`src/rtl/ptw_pkg.sv`:
```
package ptw_pkg;

   typedef enum logic [2:0] {
      ST_IDLE,
      ST_RD_OUT,
      ST_WT_OUT,
      ST_RD_IN,
      ST_WT_IN,
      ST_DONE,
      ST_FAULT
   } walk_state_e;

   localparam int FLT_W = 2;
   localparam logic [FLT_W-1:0] FLT_NONE  = 2'd0;
   localparam logic [FLT_W-1:0] FLT_LEN   = 2'd1;
   localparam logic [FLT_W-1:0] FLT_OUTER = 2'd2;
   localparam logic [FLT_W-1:0] FLT_INNER = 2'd3;

endpackage

```
`src/rtl/ptw_va_split.sv`:
```
module ptw_va_split #(
   parameter int VA_W    = 32,
   parameter int OFF_W   = 10,
   parameter int OUTER_W = 12,
   localparam int INNER_W = VA_W - OFF_W - OUTER_W,
   localparam int LEN_W   = OUTER_W + 1
) (
   input  logic [VA_W-1:0]    va,
   input  logic [LEN_W-1:0]   tbl_len,
   output logic [OUTER_W-1:0] outer_idx,
   output logic [INNER_W-1:0] inner_idx,
   output logic               len_bad
);

   logic unused_off;

   assign outer_idx  = va[VA_W-1 -: OUTER_W];
   assign inner_idx  = va[OFF_W +: INNER_W];
   assign len_bad    = {1'b0, outer_idx} >= tbl_len;
   assign unused_off = ^va[OFF_W-1:0];

endmodule

```
`src/rtl/ptw_addr_gen.sv`:
```
module ptw_addr_gen #(
   parameter int PA_W        = 32,
   parameter int IDX_W       = 12,
   parameter int ENTRY_BYTES = 4
) (
   input  logic [PA_W-1:0]  base,
   input  logic [IDX_W-1:0] idx,
   output logic [PA_W-1:0]  addr
);

   localparam bit POW2 = (ENTRY_BYTES & (ENTRY_BYTES - 1)) == 0;
   localparam int SH   = $clog2(ENTRY_BYTES);

   generate
      if (POW2) begin : g_shift
         assign addr = base + (PA_W'(idx) << SH);
      end else begin : g_mult
         assign addr = base + PA_W'(idx) * PA_W'(ENTRY_BYTES);
      end
   endgenerate

endmodule

```
`src/rtl/ptw_entry_decode.sv`:
```
module ptw_entry_decode #(
   parameter int ENTRY_W = 32,
   parameter int PA_W    = 32,
   parameter int OFF_W   = 10,
   parameter int PROT_W  = 2,
   localparam int FRAME_W = PA_W - OFF_W
) (
   input  logic [ENTRY_W-1:0] entry,
   output logic               valid,
   output logic [PROT_W-1:0]  prot,
   output logic [FRAME_W-1:0] frame,
   output logic [PA_W-1:0]    next_base
);

   logic unused_gap;

   assign valid      = entry[0];
   assign prot       = entry[PROT_W:1];
   assign frame      = entry[ENTRY_W-1 -: FRAME_W];
   assign next_base  = {frame, {OFF_W{1'b0}}};
   assign unused_gap = ^entry;

endmodule

```
`src/rtl/ptw_walk_fsm.sv`:
```
module ptw_walk_fsm
   import ptw_pkg::*;
#(
   parameter int OUTER_W = 12,
   parameter int INNER_W = 10,
   parameter int PA_W    = 32,
   parameter int FRAME_W = 22,
   parameter int PROT_W  = 2
) (
   input  logic               clk,
   input  logic               rst_n,
   input  logic               miss_valid,
   input  logic               miss_write,
   input  logic [OUTER_W-1:0] outer_idx,
   input  logic [INNER_W-1:0] inner_idx,
   input  logic               len_bad,
   input  logic [PA_W-1:0]    tbl_base,
   input  logic               mem_req_ready,
   input  logic               mem_rsp_valid,
   input  logic               ent_valid,
   input  logic [PROT_W-1:0]  ent_prot,
   input  logic [FRAME_W-1:0] ent_frame,
   input  logic [PA_W-1:0]    ent_next_base,
   output logic               miss_ready,
   output logic               mem_req_valid,
   output logic               sel_inner,
   output logic               res_valid,
   output logic               res_write,
   output logic [FRAME_W-1:0] res_frame,
   output logic [PROT_W-1:0]  res_prot,
   output logic [FLT_W-1:0]   res_fault,
   output logic [OUTER_W-1:0] outer_q,
   output logic [INNER_W-1:0] inner_q,
   output logic [PA_W-1:0]    base_q,
   output logic [PA_W-1:0]    lvl2_q
);

   walk_state_e state;

   always_ff @(posedge clk) begin
      if (!rst_n) begin
         state     <= ST_IDLE;
         outer_q   <= '0;
         inner_q   <= '0;
         base_q    <= '0;
         lvl2_q    <= '0;
         res_write <= 1'b0;
         res_frame <= '0;
         res_prot  <= '0;
         res_fault <= FLT_NONE;
      end else begin
         unique case (state)
            ST_IDLE: begin
               if (miss_valid) begin
                  outer_q   <= outer_idx;
                  inner_q   <= inner_idx;
                  base_q    <= tbl_base;
                  res_write <= miss_write;
                  res_frame <= '0;
                  res_prot  <= '0;
                  if (len_bad) begin
                     res_fault <= FLT_LEN;
                     state     <= ST_FAULT;
                  end else begin
                     res_fault <= FLT_NONE;
                     state     <= ST_RD_OUT;
                  end
               end
            end
            ST_RD_OUT: if (mem_req_ready) state <= ST_WT_OUT;
            ST_WT_OUT: begin
               if (mem_rsp_valid) begin
                  if (ent_valid) begin
                     lvl2_q <= ent_next_base;
                     state  <= ST_RD_IN;
                  end else begin
                     res_fault <= FLT_OUTER;
                     state     <= ST_FAULT;
                  end
               end
            end
            ST_RD_IN: if (mem_req_ready) state <= ST_WT_IN;
            ST_WT_IN: begin
               if (mem_rsp_valid) begin
                  if (ent_valid) begin
                     res_frame <= ent_frame;
                     res_prot  <= ent_prot;
                     state     <= ST_DONE;
                  end else begin
                     res_fault <= FLT_INNER;
                     state     <= ST_FAULT;
                  end
               end
            end
            ST_DONE:  state <= ST_IDLE;
            ST_FAULT: state <= ST_IDLE;
            default:  state <= ST_IDLE;
         endcase
      end
   end

   assign miss_ready    = state == ST_IDLE;
   assign mem_req_valid = (state == ST_RD_OUT) || (state == ST_RD_IN);
   assign sel_inner     = state == ST_RD_IN;
   assign res_valid     = (state == ST_DONE) || (state == ST_FAULT);

endmodule

```
`src/rtl/ptw_two_level.sv`:
```
module ptw_two_level
   import ptw_pkg::*;
#(
   parameter int VA_W        = 32,
   parameter int OFF_W       = 10,
   parameter int OUTER_W     = 12,
   parameter int PA_W        = 32,
   parameter int ENTRY_W     = 32,
   parameter int PROT_W      = 2,
   parameter int ENTRY_BYTES = 4,
   localparam int INNER_W = VA_W - OFF_W - OUTER_W,
   localparam int FRAME_W = PA_W - OFF_W,
   localparam int LEN_W   = OUTER_W + 1
) (
   input  logic               clk,
   input  logic               rst_n,
   input  logic               miss_valid,
   output logic               miss_ready,
   input  logic [VA_W-1:0]    miss_va,
   input  logic               miss_write,
   input  logic [PA_W-1:0]    ptbr,
   input  logic [LEN_W-1:0]   ptlr,
   output logic               mem_req_valid,
   input  logic               mem_req_ready,
   output logic [PA_W-1:0]    mem_req_addr,
   input  logic               mem_rsp_valid,
   input  logic [ENTRY_W-1:0] mem_rsp_data,
   output logic               res_valid,
   output logic               res_write,
   output logic [FRAME_W-1:0] res_frame,
   output logic [PROT_W-1:0]  res_prot,
   output logic [FLT_W-1:0]   res_fault
);

   generate
      if (INNER_W < 1) begin : g_bad_split
         $error("ptw_two_level: offset plus outer index leave no inner index");
      end
      if (ENTRY_W < FRAME_W + PROT_W + 1) begin : g_bad_entry
         $error("ptw_two_level: entry too narrow for frame, protection and valid");
      end
      if (ENTRY_BYTES < 1) begin : g_bad_bytes
         $error("ptw_two_level: entry size must be positive");
      end
   endgenerate

   logic [OUTER_W-1:0] outer_idx, outer_q;
   logic [INNER_W-1:0] inner_idx, inner_q;
   logic               len_bad;
   logic [PA_W-1:0]    base_q, lvl2_q, addr_out, addr_in, ent_next_base;
   logic               ent_valid, sel_inner;
   logic [PROT_W-1:0]  ent_prot;
   logic [FRAME_W-1:0] ent_frame;

   ptw_va_split #(.VA_W(VA_W), .OFF_W(OFF_W), .OUTER_W(OUTER_W)) u_split (
      .va(miss_va), .tbl_len(ptlr),
      .outer_idx(outer_idx), .inner_idx(inner_idx), .len_bad(len_bad)
   );

   ptw_addr_gen #(.PA_W(PA_W), .IDX_W(OUTER_W), .ENTRY_BYTES(ENTRY_BYTES)) u_addr_out (
      .base(base_q), .idx(outer_q), .addr(addr_out)
   );

   ptw_addr_gen #(.PA_W(PA_W), .IDX_W(INNER_W), .ENTRY_BYTES(ENTRY_BYTES)) u_addr_in (
      .base(lvl2_q), .idx(inner_q), .addr(addr_in)
   );

   ptw_entry_decode #(.ENTRY_W(ENTRY_W), .PA_W(PA_W), .OFF_W(OFF_W), .PROT_W(PROT_W)) u_dec (
      .entry(mem_rsp_data), .valid(ent_valid), .prot(ent_prot),
      .frame(ent_frame), .next_base(ent_next_base)
   );

   ptw_walk_fsm #(
      .OUTER_W(OUTER_W), .INNER_W(INNER_W), .PA_W(PA_W),
      .FRAME_W(FRAME_W), .PROT_W(PROT_W)
   ) u_fsm (
      .clk(clk), .rst_n(rst_n),
      .miss_valid(miss_valid), .miss_write(miss_write),
      .outer_idx(outer_idx), .inner_idx(inner_idx), .len_bad(len_bad),
      .tbl_base(ptbr),
      .mem_req_ready(mem_req_ready), .mem_rsp_valid(mem_rsp_valid),
      .ent_valid(ent_valid), .ent_prot(ent_prot), .ent_frame(ent_frame),
      .ent_next_base(ent_next_base),
      .miss_ready(miss_ready), .mem_req_valid(mem_req_valid), .sel_inner(sel_inner),
      .res_valid(res_valid), .res_write(res_write), .res_frame(res_frame),
      .res_prot(res_prot), .res_fault(res_fault),
      .outer_q(outer_q), .inner_q(inner_q), .base_q(base_q), .lvl2_q(lvl2_q)
   );

   assign mem_req_addr = sel_inner ? addr_in : addr_out;

endmodule

```
`config.mk`:
```
export PLATFORM = sky130hd
export DESIGN_NAME = ptw_two_level
export DESIGN_NICKNAME = d
export VERILOG_FILES = /design/src/rtl/ptw_pkg.sv /design/src/rtl/ptw_va_split.sv /design/src/rtl/ptw_addr_gen.sv /design/src/rtl/ptw_entry_decode.sv /design/src/rtl/ptw_walk_fsm.sv /design/src/rtl/ptw_two_level.sv
export SDC_FILE = /design/constraint.sdc
export NUM_CORES = 1
export LEC_CHECK = 0
export CAP_MARGIN = 20
export CELL_PAD_IN_SITES_DETAIL_PLACEMENT = 1
export CELL_PAD_IN_SITES_GLOBAL_PLACEMENT = 1
export CORE_UTILIZATION = 37
export CTS_CLUSTER_DIAMETER = 30
export DETAILED_ROUTE_END_ITERATION = 12
export PLACE_DENSITY_LB_ADDON = 0.1
export SYNTH_ARGS = -nofsm -noshare
export SYNTH_HDL_FRONTEND = slang
export SYNTH_SLANG_ARGS = --single-unit
```
`constraint.sdc`:
```
create_clock -name clk -period 3.95 [get_ports clk]
set_input_delay 0.395 -clock clk [delete_from_list [all_inputs] [get_ports clk]]
set_output_delay 0.395 -clock clk [all_outputs]
set_load 0.01 [all_outputs]
```
==> metrics.cfg <==
[synth]
synthFlopType=dfxtp_1
syn_area_per_cell_um2=7.73
synth_nets=920
yosysTopAreaCell=dfxtp_1
syn_inst=777
synth_edf_count=0
synth_area_leaders=dfxtp_1, nand2_1, a21boi_0
synthTopCellsByCount=nand2_1, dfxtp_1, a21boi_0, nand3_1, xnor2_1
ys_seq_elements=106
seq_area_frac_synth=0.353
yosysWarnings=0
ys_async_sr_fraction=0
synth_cell_types=49
yosysMostFrequentCell=nand2_1
syn_area_mm2=0.00601
synth_top_cell_area_share=0.353

[sta]
tightest_slew_ns=0.840
fin_crit_ns=3.68
finalHoldViolations=0
finalSetupTns_ns=0
max-slew-margin-rel=0.436
finalSetupViolations=0
rsz0062_at_grt=false
worst_slack_ns=0.267
finalMaxSlewViolations=0
max_freq_ghz=0.272
clock_skew_ns=0.00881
period_share=0.932

[cells_and_area]
area_delta_synth_final_pct=35.0
antenna_cells=0
drive_above_1_share=0.0468
final_nets=1056

[pwr]
p_leak_uw=0.00291
ir_worst_vdd_v=0.000238
swShare=0.344
internal-power_uw=2150
power_density_mw_per_mm2=405
combPwrFrac=0.321
seq_power_share=0.389
power_switching_uw=1130
power_frac_clock=0.290

[clocking]
cts_max_level=3
cts_tree=done
clock_path_buffers=2
postCtsSetupRepairBufs=0
numClockSinks=106
postCtsHoldBufs=0
ctsRootBufferMaster=clkbuf_16
cts_buffers=9
cts_resized=0
cts.clk_slew.worst_paths_ns=0.08
clock_latency_ns=0.36

[flow_run]
drv_cap=0

[global_routing]
grt_use_total=0.237
antenna_found_initial=0
grt_max_degree=79
overflow=0
grt_pass1_wl_um=30900
grt_pass1_vias=6247

[place]
place_ws_ns=0.558
dp_hpwl_um=14500
portBuffers=159
place_congestion=0.815

[worst_hold_path]
hold_class=in2reg

[routing]
drt_pass1_iterations=4
wl_per_cell_um=16.7
routed_via_density=5.10
route.detailed.drc=0
ant_nets=0
vias=5782
drt_iter0_drc=173
wirelength_um=19000

[worst_setup_path]
startpoint_type=flip-flop
path_class=reg2out
cp.required_ns=3.56
crit_fanout=9
cp-end-kind=output pin
critPathArrivalTime_ns=3.29

[floorplanning]
die_h_um=129
core_area_mm2=0.0159
start_util=0.378
die_area_mm2=0.0167
die_w_um=129
ios=177
rows=46

[run_status]
outcome=finished clean

## registers in the layout, indices dropped and copies added (netlist names)
name and count:
u_fsm.base_q 32, u_fsm.lvl2_q 22, u_fsm.res_frame 22, u_fsm.outer_q 12, u_fsm.inner_q 10, u_fsm.state 3, u_fsm.res_fault 2, u_fsm.res_prot 2
u_fsm.res_write 1
## path summary, 6_finish.rpt
kind	cells after the start	slack, ns	to	start
hold / removal	2	0.44	u_fsm.outer_q[5]	rst_n
setup / recovery	9	0.27	mem_req_addr[22]	u_fsm.outer_q[0]
hold reg to reg	2	0.46	u_fsm.res_frame[14]	u_fsm.res_frame[14]
setup reg to reg	5	1.57	u_fsm.base_q[18]	u_fsm.state[2]
## per-layer routing
| metal | track usage | wire length, um | up-vias |
|---|---|---|---|
| met5 | 0 | 0 | - |
| met4 | 0.0574 | 206 | 0 |
| met3 | 0.0516 | 880 | 14 |
| met2 | 0.433 | 9660 | 111 |
| met1 | 0.281 | 8230 | 2759 |
| li1 | - | - | 2898 |
## cell families (layout without fill, tap and decap cells)
logic type      after synthesis  in the layout  synth area share
buf+inv                      67            208            0.0440
simple gates                327            327             0.235
fa+ha+maj                    28             28            0.0608
xor+xnor                     49             49            0.0715
mux                           5              5           0.00854
compound gates              195            195             0.227
flops                       106            106             0.353
## placed cells by master, fill, tap and decap left out, types with 3 or more instances in the layout
| master | n |
|---|---|
| xor2_1 | 10 |
| dfxtp_1 | 106 |
| a21boi_0 | 101 |
| mux2i_1 | 4 |
| nand3_1 | 39 |
| inv_1 | 23 |
| o21a_1 | 3 |
| a21o_1 | 5 |
| clkdlybuf4s50_1 | 158 |
| clkbuf_16 | 9 |
| xnor2_1 | 39 |
| ha_1 | 26 |
| nand4_1 | 6 |
| a31oi_1 | 3 |
| buf_4 | 9 |
| nor2b_1 | 4 |
| nand2b_1 | 3 |
| and4_1 | 3 |
| o21ai_1 | 6 |
| nor3_2 | 3 |
| nor2_1 | 20 |
| o21ai_0 | 23 |
| nor3_1 | 8 |
| a211oi_1 | 9 |
| nand2_1 | 226 |
| a21oi_1 | 27 |
## through the flow
| stage | cells | utilization | area [um2] | hold slack (ns) | total power [uW] |
|---|---|---|---|---|---|
| finish | 1134 | 0.510 | 8110 | 0.440 | 3280 |
| global route | 1134 | 0.510 | 8110 | 0.449 | 3480 |
| CTS | 1133 | 0.509 | 8090 | 0.475 | 3330 |
| detailed placement | 1117 | 0.490 | 7780 | 0.464 | 2360 |
| global placement | 1117 | 0.490 | 7780 | 0.450 | 2310 |
| floorplan | 777 | - | 6010 | 0.439 | 1850 |
## power groups by stage
stage | combinational, uW | sequential, uW | clock (uW)
2_1_floorplan | 583 | 1260 | 0
3_3_place_gp | 1020 | 1290 | 0
3_5_place_dp | 1060 | 1300 | 0
4_1_cts | 1070 | 1280 | 982
5_1_grt | 1160 | 1290 | 1020
6_report | 1050 | 1280 | 954
## critical path, cell delays in order (launching register included)
cell and delay (ns):
dfxtp_1 0.34, ha_1 0.21, fa_1 0.23, a21oi_1 0.12, o211ai_2 0.23, nand2_1 0.28
a2111oi_1 0.53, xnor2_1 0.18, mux2i_1 0.24, clkdlybuf4s50_1 0.58
## area by class of cell
type | count | area, um2
fillers | 1947 | 7780
multi-input cells | 604 | 3650
flip-flops and latches | 106 | 2120
repair buffers | 169 | 1670
well taps | 216 | 270
clock buffers | 9 | 225
inverters | 23 | 86.3
clock inverters | 7 | 83.8
(Power assumes the default switching activity.)
